$ cat src/rtl/i2c_fifo_pkg.sv
package i2c_fifo_pkg;

    localparam int REG_AW       = 3;
    localparam int CMD_READ_BIT = 8;

    typedef enum logic [REG_AW-1:0] {
        RA_DATA  = 3'd0,
        RA_TXLVL = 3'd1,
        RA_RXLVL = 3'd2,
        RA_TXTHR = 3'd3,
        RA_RXTHR = 3'd4,
        RA_FLAGS = 3'd5,
        RA_PARAM = 3'd6
    } reg_addr_e;

    typedef struct packed {
        logic       is_read;
        logic [7:0] data;
    } tx_entry_t;

    typedef struct packed {
        logic rx_under;
        logic rx_over;
        logic tx_over;
    } fifo_flags_t;

    localparam int TX_ENTRY_W = $bits(tx_entry_t);
    localparam int FLAGS_W    = $bits(fifo_flags_t);

    function automatic tx_entry_t decode_cmd(input logic [31:0] word);
        tx_entry_t e;
        e.is_read = word[CMD_READ_BIT];
        e.data    = word[CMD_READ_BIT] ? 8'h00 : word[7:0];
        return e;
    endfunction

    function automatic logic [31:0] depth_word(input int tx_depth, input int rx_depth);
        logic [7:0] t;
        logic [7:0] r;
        t = 8'(tx_depth - 1);
        r = 8'(rx_depth - 1);
        return {8'h00, t, r, 8'h00};
    endfunction

endpackage

$ cat src/rtl/i2c_sync_fifo.sv
module i2c_sync_fifo #(
    parameter int WIDTH = 9,
    parameter int DEPTH = 8,
    localparam int PTR_W = (DEPTH > 1) ? $clog2(DEPTH) : 1,
    localparam int LVL_W = $clog2(DEPTH + 1)
) (
    input  logic             clk,
    input  logic             rst,
    input  logic             flush,
    input  logic             push,
    input  logic [WIDTH-1:0] push_data,
    input  logic             pop,
    output logic [WIDTH-1:0] head,
    output logic [LVL_W-1:0] level,
    output logic             empty,
    output logic             push_drop,
    output logic             pop_miss
);
    logic [WIDTH-1:0] mem [DEPTH];
    logic [PTR_W-1:0] wr_ptr, rd_ptr;
    logic [LVL_W-1:0] count;
    logic             full, do_push, do_pop;

    function automatic logic [PTR_W-1:0] bump(input logic [PTR_W-1:0] p);
        return (p == PTR_W'(DEPTH - 1)) ? '0 : p + 1'b1;
    endfunction

    assign full      = (count == LVL_W'(DEPTH));
    assign empty     = (count == '0);
    assign do_push   = push && !full && !flush;
    assign do_pop    = pop && !empty && !flush;
    assign push_drop = push && full && !flush;
    assign pop_miss  = pop && empty && !flush;
    assign head      = mem[rd_ptr];
    assign level     = count;

    always_ff @(posedge clk) begin
        if (do_push) mem[wr_ptr] <= push_data;
    end

    always_ff @(posedge clk) begin
        if (rst || flush) begin
            wr_ptr <= '0;
            rd_ptr <= '0;
            count  <= '0;
        end else begin
            if (do_push) wr_ptr <= bump(wr_ptr);
            if (do_pop)  rd_ptr <= bump(rd_ptr);
            case ({do_push, do_pop})
                2'b10:   count <= count + 1'b1;
                2'b01:   count <= count - 1'b1;
                default: count <= count;
            endcase
        end
    end
endmodule

$ cat src/rtl/i2c_level_cmp.sv
module i2c_level_cmp #(
    parameter int LVL_W = 4,
    parameter int THR_W = 8,
    parameter bit ABOVE = 1'b0
) (
    input  logic [LVL_W-1:0] level,
    input  logic [THR_W-1:0] thr,
    output logic             hit
);
    localparam int CW = (LVL_W > THR_W) ? LVL_W : THR_W;
    logic [CW-1:0] l_ext, t_ext;

    assign l_ext = CW'(level);
    assign t_ext = CW'(thr);

    generate
        if (ABOVE) begin : g_above
            assign hit = (l_ext > t_ext);
        end else begin : g_at_or_below
            assign hit = (l_ext <= t_ext);
        end
    endgenerate
endmodule

$ cat src/rtl/i2c_cmd_fifos.sv
module i2c_cmd_fifos
    import i2c_fifo_pkg::*;
#(
    parameter int TX_DEPTH = 8,
    parameter int RX_DEPTH = 8,
    parameter int THR_W    = 8,
    localparam int TX_LVL_W = $clog2(TX_DEPTH + 1),
    localparam int RX_LVL_W = $clog2(RX_DEPTH + 1)
) (
    input  logic              clk,
    input  logic              rst,
    input  logic              reg_wr,
    input  logic              reg_rd,
    input  logic [REG_AW-1:0] reg_addr,
    input  logic [31:0]       reg_wdata,
    output logic [31:0]       reg_rdata,
    output logic              cmd_valid,
    output logic              cmd_is_read,
    output logic [7:0]        cmd_byte,
    input  logic              cmd_take,
    input  logic              rx_push,
    input  logic [7:0]        rx_byte,
    input  logic              abort_flush,
    output logic              tx_empty_irq,
    output logic              rx_full_irq
);
    logic                tx_wr_data, rx_rd_data;
    tx_entry_t           tx_in, tx_head;
    logic [TX_LVL_W-1:0] tx_lvl;
    logic [RX_LVL_W-1:0] rx_lvl;
    logic                tx_empty, rx_empty;
    logic [7:0]          rx_head;
    logic                tx_drop, tx_miss_unused, rx_drop, rx_miss;
    logic [THR_W-1:0]    tx_thr, rx_thr;
    fifo_flags_t         flag_q, flag_set, flag_clr;

    assign tx_wr_data = reg_wr && (reg_addr == RA_DATA);
    assign rx_rd_data = reg_rd && (reg_addr == RA_DATA);
    assign tx_in      = decode_cmd(reg_wdata);

    i2c_sync_fifo #(.WIDTH(TX_ENTRY_W), .DEPTH(TX_DEPTH)) u_tx_fifo (
        .clk(clk), .rst(rst), .flush(abort_flush),
        .push(tx_wr_data), .push_data(tx_in),
        .pop(cmd_take), .head(tx_head), .level(tx_lvl),
        .empty(tx_empty), .push_drop(tx_drop), .pop_miss(tx_miss_unused)
    );

    i2c_sync_fifo #(.WIDTH(8), .DEPTH(RX_DEPTH)) u_rx_fifo (
        .clk(clk), .rst(rst), .flush(abort_flush),
        .push(rx_push), .push_data(rx_byte),
        .pop(rx_rd_data), .head(rx_head), .level(rx_lvl),
        .empty(rx_empty), .push_drop(rx_drop), .pop_miss(rx_miss)
    );

    i2c_level_cmp #(.LVL_W(TX_LVL_W), .THR_W(THR_W), .ABOVE(1'b0)) u_tx_cmp (
        .level(tx_lvl), .thr(tx_thr), .hit(tx_empty_irq)
    );

    i2c_level_cmp #(.LVL_W(RX_LVL_W), .THR_W(THR_W), .ABOVE(1'b1)) u_rx_cmp (
        .level(rx_lvl), .thr(rx_thr), .hit(rx_full_irq)
    );

    assign cmd_valid   = !tx_empty;
    assign cmd_is_read = tx_head.is_read;
    assign cmd_byte    = tx_head.data;

    // Sticky error flags: a set in the same cycle beats a clear.
    always_comb begin
        flag_set.tx_over  = tx_drop;
        flag_set.rx_over  = rx_drop;
        flag_set.rx_under = rx_miss;
        flag_clr = (reg_wr && reg_addr == RA_FLAGS) ? fifo_flags_t'(reg_wdata[FLAGS_W-1:0])
                                                    : fifo_flags_t'('0);
    end

    always_ff @(posedge clk) begin
        if (rst) begin
            flag_q <= '0;
            tx_thr <= '0;
            rx_thr <= '0;
        end else begin
            flag_q <= (flag_q & ~flag_clr) | flag_set;
            if (reg_wr && reg_addr == RA_TXTHR) tx_thr <= reg_wdata[THR_W-1:0];
            if (reg_wr && reg_addr == RA_RXTHR) rx_thr <= reg_wdata[THR_W-1:0];
        end
    end

    always_comb begin
        case (reg_addr)
            RA_DATA:  reg_rdata = rx_empty ? 32'h0 : {24'h0, rx_head};
            RA_TXLVL: reg_rdata = 32'(tx_lvl);
            RA_RXLVL: reg_rdata = 32'(rx_lvl);
            RA_TXTHR: reg_rdata = 32'(tx_thr);
            RA_RXTHR: reg_rdata = 32'(rx_thr);
            RA_FLAGS: reg_rdata = {{(32-FLAGS_W){1'b0}}, flag_q};
            RA_PARAM: reg_rdata = depth_word(TX_DEPTH, RX_DEPTH);
            default:  reg_rdata = 32'h0;
        endcase
    end
endmodule

$ cat config.mk
export PLATFORM = sky130hd
export DESIGN_NAME = i2c_cmd_fifos
export DESIGN_NICKNAME = d
export VERILOG_FILES = /design/src/rtl/i2c_fifo_pkg.sv /design/src/rtl/i2c_sync_fifo.sv /design/src/rtl/i2c_level_cmp.sv /design/src/rtl/i2c_cmd_fifos.sv
export SDC_FILE = /design/constraint.sdc
export NUM_CORES = 1
export LEC_CHECK = 0
export ABC_AREA = 0
export BUFFER_PORTS_ARGS = -buffer_cell sky130_fd_sc_hd__buf_2
export CAP_MARGIN = 0
export CORE_ASPECT_RATIO = 0.75
export CORE_MARGIN = 2
export CORE_UTILIZATION = 48
export DETAILED_ROUTE_END_ITERATION = 16
export PLACE_DENSITY = 0.79
export SYNTH_ARGS = -nofsm -noshare
export SYNTH_HDL_FRONTEND = slang
export SYNTH_SLANG_ARGS = --single-unit
$ cat constraint.sdc
create_clock -name clk -period 3.3 [get_ports clk]
set_input_delay 0.165 -clock clk [delete_from_list [all_inputs] [get_ports clk]]
set_output_delay 0.165 -clock clk [all_outputs]
set_load 0.1 [all_outputs]
==> results of run 1 <==
kinds of logic (layout without fill, tap and decap cells):
logic type	Yosys count	count (layout)	synth area share
AOI/OAI and AO/OA	65	65	0.0543
xor gates and xnor gates	6	6	0.00667
adders and majority gates	22	22	0.0349
buffers and inverters	56	119	0.0411
DFF	181	181	0.632
muxes	60	60	0.132
other	1	18	0.000476
and+or+nand+nor	149	149	0.0986
cell type report:
| cell class | count | share of cell area |
|---|---|---|
| Inverter | 12 | 0.00502 |
| Timing Repair Buffer | 75 | 0.0502 |
| Clock inverter | 12 | 0.0162 |
| Sequential cell | 181 | 0.555 |
| Multi-Input combinational cell | 320 | 0.294 |
| Clock buffer | 20 | 0.0497 |
| Tap cell | 210 | 0.0293 |
sequential cells by signal, indices dropped and copies added (netlist names), named ones only:
name,cells
flag_q,3
rx_thr,8
tx_thr,8
u_rx_fifo.level,4
u_rx_fifo.mem,64
u_rx_fifo.rd_ptr,3
u_rx_fifo.wr_ptr,3
u_tx_fifo.level,4
u_tx_fifo.mem,72
u_tx_fifo.rd_ptr,3
u_tx_fifo.wr_ptr,3
report_power, final:
group	leakage [nW]	internal [mW]	total, mW	switching (mW)
sequential	1.60	2.45	2.46	0.00971
combinational	1.28	0.0575	0.301	0.244
clock	0.281	1.15	2.02	0.872
worst reg2reg max path, delay by kind of cell, from the launching register on:
kind / cells / cell delay [ns]
compound gates: 2 / 0.21
xor+xnor: 2 / 0.38
fa+ha+maj: 2 / 0.52
flops: 1 / 0.51
simple gates: 3 / 1.07
Yosys cell counts, types with 4 or more instances:
cell type / count
sky130_fd_sc_hd__or3_1: 6
sky130_fd_sc_hd__buf_2: 7
sky130_fd_sc_hd__buf_4: 24
sky130_fd_sc_hd__nand2_1: 52
sky130_fd_sc_hd__inv_1: 12
sky130_fd_sc_hd__and2_1: 4
sky130_fd_sc_hd__clkbuf_1: 8
sky130_fd_sc_hd__nand2b_1: 5
sky130_fd_sc_hd__o21a_1: 4
sky130_fd_sc_hd__a21oi_1: 29
sky130_fd_sc_hd__xor2_1: 6
sky130_fd_sc_hd__nor2b_1: 14
sky130_fd_sc_hd__nor4_1: 4
sky130_fd_sc_hd__nor3_1: 10
sky130_fd_sc_hd__ha_1: 22
sky130_fd_sc_hd__nand4_1: 4
sky130_fd_sc_hd__mux4_2: 34
sky130_fd_sc_hd__nor2_1: 30
sky130_fd_sc_hd__mux2i_1: 17
sky130_fd_sc_hd__o21ai_0: 7
sky130_fd_sc_hd__a22oi_1: 11
sky130_fd_sc_hd__mux2_2: 9
sky130_fd_sc_hd__edfxtp_1: 136
sky130_fd_sc_hd__dfxtp_1: 45
repair_timing:
action,in CTS,in global routing
resized for setup,0,0
endpoints found under the setup margin,0,0
endpoints found under the hold margin,36,0
hold buffers,7,0
worst paths after layout:
check / to / slack [ns] / cells past startpoint
min reg2reg: flag_q[2] / 0.47 / 2
max: reg_rdata[7] / 0.44 / 5
min: u_rx_fifo.mem[7][4] / 0.01 / 1
max reg2reg: u_tx_fifo.level[2] / 0.56 / 9
routing by layer:
layer | wire [um] | global-route usage
met5 | 0 | 0
met2 | 8410 | 0.336
met1 | 7030 | 0.268
met3 | 1170 | 0.0422
met4 | 274 | 0.0642
per-stage QoR:
step                setup slack [ns]  utilization
finish                         0.444        0.559
global route                   0.281        0.559
CTS                            0.417        0.559
detailed placement             0.642        0.518
global placement               0.777        0.518
floorplan                      0.303            -
==> impl_metrics.prom, run 1 <==
# TYPE chip_impl_metric gauge
chip_impl_info{name="run_status",value="complete, no violations"} 1
chip_impl_metric{name="htree_num_levels",unit=""} 4
chip_impl_metric{name="cts_inserted_buffers",unit=""} 17
chip_impl_metric{name="final-setup-viol-count",unit=""} 0
chip_impl_metric{name="final_cells",unit=""} 830
chip_impl_metric{name="die_area",unit="um2"} 17500
chip_impl_info{name="worstReg2RegStart",value="u_tx_fifo.level[3]"} 1
chip_impl_metric{name="synth.yosys.seq_area_share",unit=""} 0.632
chip_impl_metric{name="wire_per_inst",unit="um"} 20.4
chip_impl_info{name="synthFlopType",value="sky130_fd_sc_hd__edfxtp_1"} 1
chip_impl_metric{name="slew_worst_pin",unit="ns"} 1.01
chip_impl_info{name="cts_tree",value="built"} 1
chip_impl_info{name="hold_removal_path_class",value="input pin to register"} 1
chip_impl_info{name="timing.critical_path.to_type",value="output port"} 1
chip_impl_metric{name="final.min_clock_period",unit="ns"} 2.86
chip_impl_metric{name="grt_first_pass_wirelength",unit="um"} 26500
chip_impl_metric{name="drv_slew",unit=""} 0
chip_impl_metric{name="synth.top_cell.area_share",unit=""} 0.518
chip_impl_metric{name="grt_pass1_vias",unit=""} 4892
chip_impl_metric{name="antenna_found_initial",unit=""} 0
chip_impl_metric{name="max-vdd-ir-drop",unit="V"} 0.000335
chip_impl_metric{name="synth-edff-count",unit=""} 136
chip_impl_info{name="netlist_top_cells_area",value="sky130_fd_sc_hd__edfxtp_1 52%, sky130_fd_sc_hd__dfxtp_1 11%, sky130_fd_sc_hd__mux4_2 9.7%"} 1
chip_impl_metric{name="worst_clock_skew",unit="ns"} 0.00693
chip_impl_metric{name="hold_violations",unit=""} 0
chip_impl_metric{name="core_area",unit="um2"} 16100
chip_impl_metric{name="num_io_pins",unit=""} 94
chip_impl_metric{name="total_leakage_power",unit="nW"} 3.17
chip_impl_metric{name="stdcell_area",unit="um2"} 8980
chip_impl_metric{name="avg_inst_size_synth",unit="um2"} 14.6
chip_impl_metric{name="synthCells",unit=""} 540
chip_impl_metric{name="dieHeight",unit="um"} 115
chip_impl_metric{name="hold-worst-slack",unit="ns"} 0.0136
chip_impl_metric{name="port_buffers",unit=""} 52
chip_impl_info{name="cp_top_delay_family",value="buffers and inverters"} 1
chip_impl_metric{name="postCtsSetupRepairBufs",unit=""} 0
chip_impl_metric{name="cell_area_after_placement",unit="um2"} 8320
chip_impl_info{name="hold_path.startpoint",value="rx_byte[4]"} 1
chip_impl_metric{name="layout.nets",unit=""} 679
chip_impl_info{name="most_common_cell_after_layout_fill_and_taps_aside",value="sky130_fd_sc_hd__edfxtp_1"} 1
chip_impl_metric{name="vias",unit=""} 4858
chip_impl_metric{name="clk_path_buf_depth",unit=""} 2
chip_impl_metric{name="place_hpwl",unit="um"} 11300
chip_impl_metric{name="cell_area_after_synthesis",unit="um2"} 7880
chip_impl_info{name="rsz0062_at_grt",value="no"} 1
chip_impl_metric{name="die_x",unit="um"} 152
chip_impl_metric{name="timing.setup.tns",unit="ns"} 0
chip_impl_info{name="worstSetupStartpointType",value="register"} 1
chip_impl_metric{name="slew_margin_rel",unit=""} 0.327
chip_impl_info{name="max_stage_delay_cell_worst_path",value="sky130_fd_sc_hd__dfxtp_1"} 1
chip_impl_metric{name="detail-route-antenna-nets",unit=""} 0
chip_impl_metric{name="grt_overflow_total",unit=""} 0
chip_impl_metric{name="n_antenna_cell",unit=""} 0
chip_impl_metric{name="area_growth",unit="%"} 13.9
chip_impl_info{name="timing.critical_path.cells",value="buf_4 -> mux2i_1 -> nor4b_1 -> a221o_1 -> buf_2"} 1
chip_impl_metric{name="critical-path-max-stage-delay",unit="ns"} 0.69
chip_impl_metric{name="rows",unit=""} 40
chip_impl_metric{name="maxCapViolCount",unit=""} 0
chip_impl_metric{name="synth_cell_types",unit=""} 52
chip_impl_metric{name="synthArstFlopShare",unit=""} 0
chip_impl_metric{name="path_buf_inv",unit=""} 2
chip_impl_info{name="clockRootBuffer",value="sky130_fd_sc_hd__clkbuf_16"} 1
chip_impl_metric{name="power_per_cell_area",unit="nW/um2"} 533
chip_impl_metric{name="filler_cell_count",unit=""} 1201
chip_impl_metric{name="fin_crit_share",unit=""} 0.865
chip_impl_metric{name="drtPass1Iterations",unit=""} 5
chip_impl_metric{name="fmaxAchievable",unit="MHz"} 350
chip_impl_metric{name="finalWeightedCongestion",unit=""} 0.859
chip_impl_metric{name="required",unit="ns"} 3.13
chip_impl_metric{name="clk_latency",unit="ns"} 0.43
chip_impl_metric{name="track_usage",unit=""} 0.201
chip_impl_metric{name="routed_wl",unit="um"} 16900
chip_impl_metric{name="proportion_of_layout_cells_with_a_drive_suffix_above_1",unit=""} 0.242
chip_impl_metric{name="grt_max_degree",unit=""} 24
chip_impl_metric{name="multi_input_comb_area",unit="um2"} 2640
chip_impl_info{name="synth.largest_area_cell",value="sky130_fd_sc_hd__edfxtp_1"} 1
chip_impl_metric{name="drt_first_iter_violations",unit=""} 450
chip_impl_info{name="worst-setup-path-type",value="register to output port"} 1
chip_impl_info{name="final_cell_mix",value="136 x sky130_fd_sc_hd__edfxtp_1, 52 x sky130_fd_sc_hd__nand2_1, 52 x sky130_fd_sc_hd__buf_2"} 1
chip_impl_metric{name="synth.ff_latch_count",unit=""} 181
chip_impl_metric{name="floorplan.initialDensity",unit=""} 0.491
chip_impl_metric{name="dp_cells",unit=""} 791
chip_impl_metric{name="numClockSinks",unit=""} 181
chip_impl_metric{name="clk_pin_slew_worst_paths",unit="ns"} 0.06
chip_impl_metric{name="yosys_warnings",unit=""} 0
chip_impl_metric{name="drcViolationCount",unit=""} 0
chip_impl_metric{name="power.total",unit="mW"} 4.79
chip_impl_metric{name="via_per_inst",unit=""} 5.85
chip_impl_metric{name="cp_max_fo",unit=""} 9
chip_impl_metric{name="regArea",unit="um2"} 4980
chip_impl_metric{name="critPathArrivalTime",unit="ns"} 2.69
Note: power is estimated with default switching activity, not from simulation.
==> run 2, diff against run 1 <==
--- a/config.mk
+++ b/config.mk
@@ -8,11 +8,13 @@
 export ABC_AREA = 0
 export BUFFER_PORTS_ARGS = -buffer_cell sky130_fd_sc_hd__buf_2
 export CAP_MARGIN = 0
+export CELL_PAD_IN_SITES_DETAIL_PLACEMENT = 1
+export CELL_PAD_IN_SITES_GLOBAL_PLACEMENT = 1
 export CORE_ASPECT_RATIO = 0.75
 export CORE_MARGIN = 2
 export CORE_UTILIZATION = 48
 export DETAILED_ROUTE_END_ITERATION = 16
-export PLACE_DENSITY = 0.79
+export PLACE_DENSITY = 0.9
 export SYNTH_ARGS = -nofsm -noshare
 export SYNTH_HDL_FRONTEND = slang
 export SYNTH_SLANG_ARGS = --single-unit
==> run 2 against run 1 <==
Effect of this change: routed wire length grew 25%; clock-buffer cell count shrank 2; via count grew 4.9%; sequential share of layout area shrank 0.26 points; worst hold slack gained 0.0095 ns; first-iteration DRC count grew 26%; power shrank 1.1%; largest cell class unchanged; design area grew 0.47%; largest power group unchanged; register-to-register slack lost 0.13 ns; sequential power is essentially flat; critical path depth shrank 1.
==> impl_metrics.prom, run 2 (synthesis results as in run 1) <==
# TYPE chip_impl_metric gauge
chip_impl_metric{name="clk_pin_slew_worst_paths",unit="ns"} 0.07
chip_impl_metric{name="cts.repair.resized",unit=""} 0
chip_impl_metric{name="via_per_inst",unit=""} 6.07
chip_impl_info{name="worst-setup-path-type",value="register to output port"} 1
chip_impl_metric{name="layout.nets",unit=""} 688
chip_impl_metric{name="place_hpwl",unit="um"} 14000
chip_impl_metric{name="antenna_found_initial",unit=""} 2
chip_impl_metric{name="clk_path_buf_depth",unit=""} 2
chip_impl_info{name="timing.critical_path.to_type",value="output port"} 1
chip_impl_metric{name="grt_max_degree",unit=""} 24
chip_impl_metric{name="finish.utilization",unit=""} 0.562
chip_impl_metric{name="wire_per_inst",unit="um"} 25.2
chip_impl_metric{name="postCtsSetupRepairBufs",unit=""} 0
chip_impl_metric{name="final-setup-viol-count",unit=""} 0
chip_impl_metric{name="cp_max_fo",unit=""} 11
chip_impl_metric{name="routed_wl",unit="um"} 21100
chip_impl_info{name="most_common_cell_after_layout_fill_and_taps_aside",value="sky130_fd_sc_hd__edfxtp_1"} 1
chip_impl_metric{name="vias",unit=""} 5097
chip_impl_metric{name="floorplan.initialDensity",unit=""} 0.491
chip_impl_metric{name="timing.reg2reg.worst_path_depth",unit=""} 10
chip_impl_metric{name="grt_first_pass_wirelength",unit="um"} 32600
chip_impl_metric{name="power.total",unit="mW"} 4.74
chip_impl_metric{name="final.min_clock_period",unit="ns"} 2.97
chip_impl_info{name="hold_removal_path_class",value="input pin to register"} 1
chip_impl_metric{name="drtPass1Iterations",unit=""} 5
chip_impl_metric{name="port_buffers",unit=""} 52
chip_impl_info{name="run_status",value="complete, no violations"} 1
chip_impl_metric{name="slew_worst_pin",unit="ns"} 0.917
chip_impl_metric{name="required",unit="ns"} 3.13
chip_impl_metric{name="dieHeight",unit="um"} 115
chip_impl_metric{name="dp_cells",unit=""} 799
chip_impl_metric{name="worst_clock_skew",unit="ns"} 0.0121
chip_impl_info{name="rsz0062_at_grt",value="no"} 1
chip_impl_metric{name="proportion_of_layout_cells_with_a_drive_suffix_above_1",unit=""} 0.251
chip_impl_metric{name="track_usage",unit=""} 0.253
chip_impl_metric{name="num_io_pins",unit=""} 94
chip_impl_metric{name="min_path_cells",unit=""} 1
chip_impl_metric{name="finalWeightedCongestion",unit=""} 0.853
chip_impl_metric{name="grt_pass1_vias",unit=""} 5447
chip_impl_metric{name="die_area",unit="um2"} 17500
chip_impl_metric{name="die_x",unit="um"} 152
chip_impl_metric{name="hold-worst-slack",unit="ns"} 0.0230
chip_impl_metric{name="hold_violations",unit=""} 0
chip_impl_metric{name="critPathArrivalTime",unit="ns"} 2.81
chip_impl_metric{name="largest_reg_flops",unit=""} 72
chip_impl_metric{name="numClockSinks",unit=""} 181
chip_impl_info{name="reg_top3",value="u_tx_fifo.mem: 72 flops, u_rx_fifo.mem: 64 flops"} 1
chip_impl_metric{name="total_leakage_power",unit="nW"} 3.21
chip_impl_metric{name="core_area",unit="um2"} 16100
chip_impl_metric{name="power_per_cell_area",unit="nW/um2"} 525
chip_impl_metric{name="max-vdd-ir-drop",unit="V"} 0.000319
chip_impl_info{name="top_register",value="u_tx_fifo.mem"} 1
chip_impl_metric{name="area_growth",unit="%"} 14.4
chip_impl_metric{name="slew_margin_rel",unit=""} 0.388
chip_impl_metric{name="drv_slew",unit=""} 0
chip_impl_metric{name="maxCapViolCount",unit=""} 0
chip_impl_info{name="cts_tree",value="built"} 1
chip_impl_metric{name="detail-route-antenna-nets",unit=""} 0
chip_impl_metric{name="cts_inserted_buffers",unit=""} 17
chip_impl_metric{name="timing.setup.tns",unit="ns"} 0
chip_impl_metric{name="grt_overflow_total",unit=""} 0
chip_impl_metric{name="fmaxAchievable",unit="MHz"} 336
chip_impl_metric{name="final_cells",unit=""} 840
chip_impl_metric{name="fin_crit_share",unit=""} 0.901
chip_impl_metric{name="drcViolationCount",unit=""} 0
chip_impl_metric{name="htree_num_levels",unit=""} 4
chip_impl_info{name="final_cell_mix",value="136 x sky130_fd_sc_hd__edfxtp_1, 52 x sky130_fd_sc_hd__nand2_1, 52 x sky130_fd_sc_hd__buf_2"} 1
chip_impl_info{name="clockRootBuffer",value="sky130_fd_sc_hd__clkbuf_16"} 1
chip_impl_metric{name="rows",unit=""} 40
chip_impl_metric{name="clk_latency",unit="ns"} 0.44
chip_impl_metric{name="hold_buffers",unit=""} 8
chip_impl_info{name="worstSetupStartpointType",value="register"} 1
chip_impl_metric{name="drt_first_iter_violations",unit=""} 569
## run 2: routing by layer
metal / routed length [um] / up-vias / global-route usage
li1: - / 2169 / -
met1: 8610 / 2599 / 0.314
met2: 10300 / 268 / 0.423
met3: 1390 / 59 / 0.0622
met4: 778 / 2 / 0.123
met5: 12 / - / 0
## run 2: worst max-delay path: stages (launching register included)
cell and delay, ns:
sky130_fd_sc_hd__dfxtp_1 0.80, sky130_fd_sc_hd__mux4_2 0.60, sky130_fd_sc_hd__a22oi_1 0.33, sky130_fd_sc_hd__o221ai_1 0.28
sky130_fd_sc_hd__buf_2 0.36
## run 2: layout make-up
cell class                      instances  area [um2]
Antenna cell                            1        2.50
Clock buffer                           18         429
Clock inverter                         14         133
Fill cell                            1521        7040
Inverter                               12        45.0
Multi-Input combinational cell        320        2640
Sequential cell                       181        4980
Tap cell                              210         263
Timing Repair Buffer                   84         520
## run 2: final timing paths
kind / startpoint / endpoint / slack, ns
setup / recovery: register / reg_rdata[3] / 0.33
hold / removal: rx_byte[2] / u_rx_fifo.mem[2][2] / 0.02
hold reg to reg: rx_thr[7] / rx_thr[7] / 0.51
setup reg to reg: u_rx_fifo.level[1] / u_rx_fifo.level[2] / 0.43
## run 2: per-stage QoR
stage          instance area [um2]  worst slack [ns]
2_1_floorplan                 7950             0.303
3_3_place_gp                  8380             0.729
3_5_place_dp                  8380             0.576
4_1_cts                       9020             0.263
5_1_grt                       9020             0.200
6_report                      9020             0.328
## run 2: where the power goes
part           switching, mW  leakage [nW]  internal [mW]  total, mW
registers             0.0108          1.60           2.45       2.46
logic                  0.257          1.33         0.0586      0.316
clock network          0.958         0.273          0.998       1.96
==> run 3, diff against run 2 <==
--- a/config.mk
+++ b/config.mk
@@ -13,6 +13,7 @@
 export CORE_ASPECT_RATIO = 0.75
 export CORE_MARGIN = 2
 export CORE_UTILIZATION = 48
+export CTS_BUF_LIST = sky130_fd_sc_hd__clkbuf_8
 export DETAILED_ROUTE_END_ITERATION = 16
 export PLACE_DENSITY = 0.9
 export SYNTH_ARGS = -nofsm -noshare
==> run 3 against run 2 <==
Effect of this change: fmax fell by 4.5%; clock power fell by 27%; combinational power grew 2%; first-iteration DRC count shrank 6.3%; worst hold slack better by 0.078 ns; setup slack got worse by 0.14 ns; critical path depth unchanged; non-clock buffer count increased by 9; sequential power is essentially flat; utilization is 0.63 points lower.
==> impl_metrics.prom, run 3 (synthesis results as in run 1) <==
# TYPE chip_impl_metric gauge
chip_impl_metric{name="maxCapViolCount",unit=""} 0
chip_impl_metric{name="die_area",unit="um2"} 17500
chip_impl_metric{name="worst_clock_skew",unit="ns"} 0.0137
chip_impl_metric{name="via_per_inst",unit=""} 6.01
chip_impl_metric{name="slew_worst_pin",unit="ns"} 0.947
chip_impl_metric{name="drv_slew",unit=""} 0
chip_impl_metric{name="drtPass1Iterations",unit=""} 5
chip_impl_metric{name="grt_pass1_vias",unit=""} 5332
chip_impl_metric{name="clk_pin_slew_worst_paths",unit="ns"} 0.10
chip_impl_metric{name="max-vdd-ir-drop",unit="V"} 0.000323
chip_impl_info{name="most_common_cell_after_layout_fill_and_taps_aside",value="sky130_fd_sc_hd__edfxtp_1"} 1
chip_impl_metric{name="fin_crit_share",unit=""} 0.943
chip_impl_info{name="cp_top_delay_family",value="flip-flops"} 1
chip_impl_info{name="reg_top3",value="u_tx_fifo.mem: 72 flops, u_rx_fifo.mem: 64 flops"} 1
chip_impl_metric{name="grt_first_pass_wirelength",unit="um"} 31000
chip_impl_metric{name="proportion_of_layout_cells_with_a_drive_suffix_above_1",unit=""} 0.248
chip_impl_metric{name="cp_max_fo",unit=""} 11
chip_impl_metric{name="timing.setup.tns",unit="ns"} 0
chip_impl_metric{name="place_hpwl",unit="um"} 14000
chip_impl_metric{name="power_per_cell_area",unit="nW/um2"} 472
chip_impl_metric{name="rows",unit=""} 40
chip_impl_metric{name="slew_margin_rel",unit=""} 0.368
chip_impl_metric{name="filler_cell_count",unit=""} 1545
chip_impl_info{name="clockRootBuffer",value="sky130_fd_sc_hd__clkbuf_8"} 1
chip_impl_info{name="rsz0062_at_grt",value="no"} 1
chip_impl_metric{name="htree_num_levels",unit=""} 4
chip_impl_metric{name="vias",unit=""} 5105
chip_impl_metric{name="final-setup-viol-count",unit=""} 0
chip_impl_metric{name="num_io_pins",unit=""} 94
chip_impl_metric{name="port_buffers",unit=""} 52
chip_impl_metric{name="largest_reg_flops",unit=""} 72
chip_impl_info{name="max_stage_delay_cell_worst_path",value="sky130_fd_sc_hd__dfxtp_1"} 1
chip_impl_info{name="hold_removal_path_class",value="input pin to register"} 1
chip_impl_info{name="cts_tree",value="built"} 1
chip_impl_info{name="timing.critical_path.to_type",value="output port"} 1
chip_impl_metric{name="die_x",unit="um"} 152
chip_impl_metric{name="core_area",unit="um2"} 16100
chip_impl_metric{name="critical-path-max-stage-delay",unit="ns"} 0.85
chip_impl_metric{name="floorplan.initialDensity",unit=""} 0.491
chip_impl_metric{name="final.min_clock_period",unit="ns"} 3.11
chip_impl_metric{name="cts_inserted_buffers",unit=""} 17
chip_impl_metric{name="critPathArrivalTime",unit="ns"} 2.95
chip_impl_metric{name="detail-route-antenna-nets",unit=""} 0
chip_impl_metric{name="clk_latency",unit="ns"} 0.48
chip_impl_metric{name="finish.utilization",unit=""} 0.555
chip_impl_metric{name="regArea",unit="um2"} 4980
chip_impl_metric{name="total_leakage_power",unit="nW"} 3.16
chip_impl_metric{name="antenna_found_initial",unit=""} 1
chip_impl_info{name="run_status",value="complete, no violations"} 1
chip_impl_metric{name="numClockSinks",unit=""} 181
chip_impl_info{name="top_register",value="u_tx_fifo.mem"} 1
chip_impl_info{name="final_cell_mix",value="136 x sky130_fd_sc_hd__edfxtp_1, 52 x sky130_fd_sc_hd__nand2_1, 52 x sky130_fd_sc_hd__buf_2"} 1
chip_impl_metric{name="layout.nets",unit=""} 697
chip_impl_metric{name="track_usage",unit=""} 0.240
chip_impl_metric{name="multi_input_comb_area",unit="um2"} 2640
chip_impl_metric{name="clk_path_buf_depth",unit=""} 2
chip_impl_info{name="worst-setup-path-type",value="register to output port"} 1
chip_impl_metric{name="wire_per_inst",unit="um"} 23.8
chip_impl_metric{name="area_growth",unit="%"} 13.2
chip_impl_info{name="timing.critical_path.cells",value="mux4_2 -> a22oi_1 -> o221ai_1 -> buf_2"} 1
chip_impl_metric{name="routed_wl",unit="um"} 20200
chip_impl_metric{name="required",unit="ns"} 3.13
chip_impl_metric{name="drcViolationCount",unit=""} 0
chip_impl_metric{name="dieHeight",unit="um"} 115
chip_impl_metric{name="drt_first_iter_violations",unit=""} 533
chip_impl_metric{name="grt_overflow_total",unit=""} 0
chip_impl_metric{name="finalWeightedCongestion",unit=""} 0.853
chip_impl_metric{name="fmaxAchievable",unit="MHz"} 321
chip_impl_metric{name="power.total",unit="mW"} 4.21
chip_impl_metric{name="grt_max_degree",unit=""} 24
chip_impl_info{name="worstSetupStartpointType",value="register"} 1
chip_impl_metric{name="path_buf_inv",unit=""} 1
chip_impl_metric{name="hold_violations",unit=""} 0
run 3: cell types whose count changed in the layout (fill, tap and decap cells not counted), sizes merged:
cell / delta
dlygate4sd3: +9
inv: +1
clkbuf: -1
run 3: worst paths after layout:
path                      startpoint                   to  slack, ns  depth (start not counted)
setup / recovery            register         reg_rdata[3]       0.19                          4
hold / removal          reg_wdata[8]  u_tx_fifo.mem[3][8]       0.10                          1
setup reg to reg  u_rx_fifo.level[1]   u_rx_fifo.level[2]       0.45                         10
hold reg to reg            rx_thr[7]            rx_thr[7]       0.50                          2
run 3: per-layer routing:
layer / wire length (um) / track usage / vias to the layer above
met4: 568 / 0.105 / 0
met2: 9890 / 0.402 / 239
li1: - / - / 2187
met1: 8300 / 0.308 / 2635
met3: 1470 / 0.0505 / 44
met5: 0 / 0 / -
run 3: layout make-up:
cell class              instances  area share
diodes                          1    0.000281
clock buffers                  17      0.0262
well taps                     210      0.0295
clock inverters                15      0.0153
repair buffers                 93      0.0685
multi-input cells             320       0.296
flip-flops and latches        181       0.559
inverters                      12     0.00505
run 3: metrics by stage:
| stage | setup WS [ns] | instances | hold WS (ns) | instance area (um2) |
|---|---|---|---|---|
| 3_5_place_dp | 0.576 | 799 | 0.440 | 8380 |
| 2_1_floorplan | 0.303 | 557 | 0.264 | 7950 |
| 5_1_grt | 0.133 | 849 | 0.0779 | 8920 |
| 6_report | 0.187 | 849 | 0.101 | 8920 |
| 3_3_place_gp | 0.729 | 799 | 0.423 | 8380 |
| 4_1_cts | 0.217 | 848 | 0.0791 | 8920 |
run 3: what timing repair did:
item / CTS / global route
buffers inserted: 0 / 0
hold endpoints to repair: 79 / 0
gates resized for setup: 0 / 0
hold buffers: 17 / 0
run 3: power breakdown:
part	internal [mW]	leakage (nW)	switching, mW
sequential	2.45	1.60	0.0105
combinational	0.0655	1.37	0.255
clock	0.551	0.190	0.880
total	3.07	3.16	1.15
run 3: worst register-to-register path: cells and delay by family (launching register included):
kind | cells | cell delay [ns]
xor+xnor | 2 | 0.27
fa+ha+maj | 2 | 0.53
simple gates | 2 | 0.48
flops | 1 | 0.60
buf+inv | 1 | 0.25
compound gates | 3 | 0.67
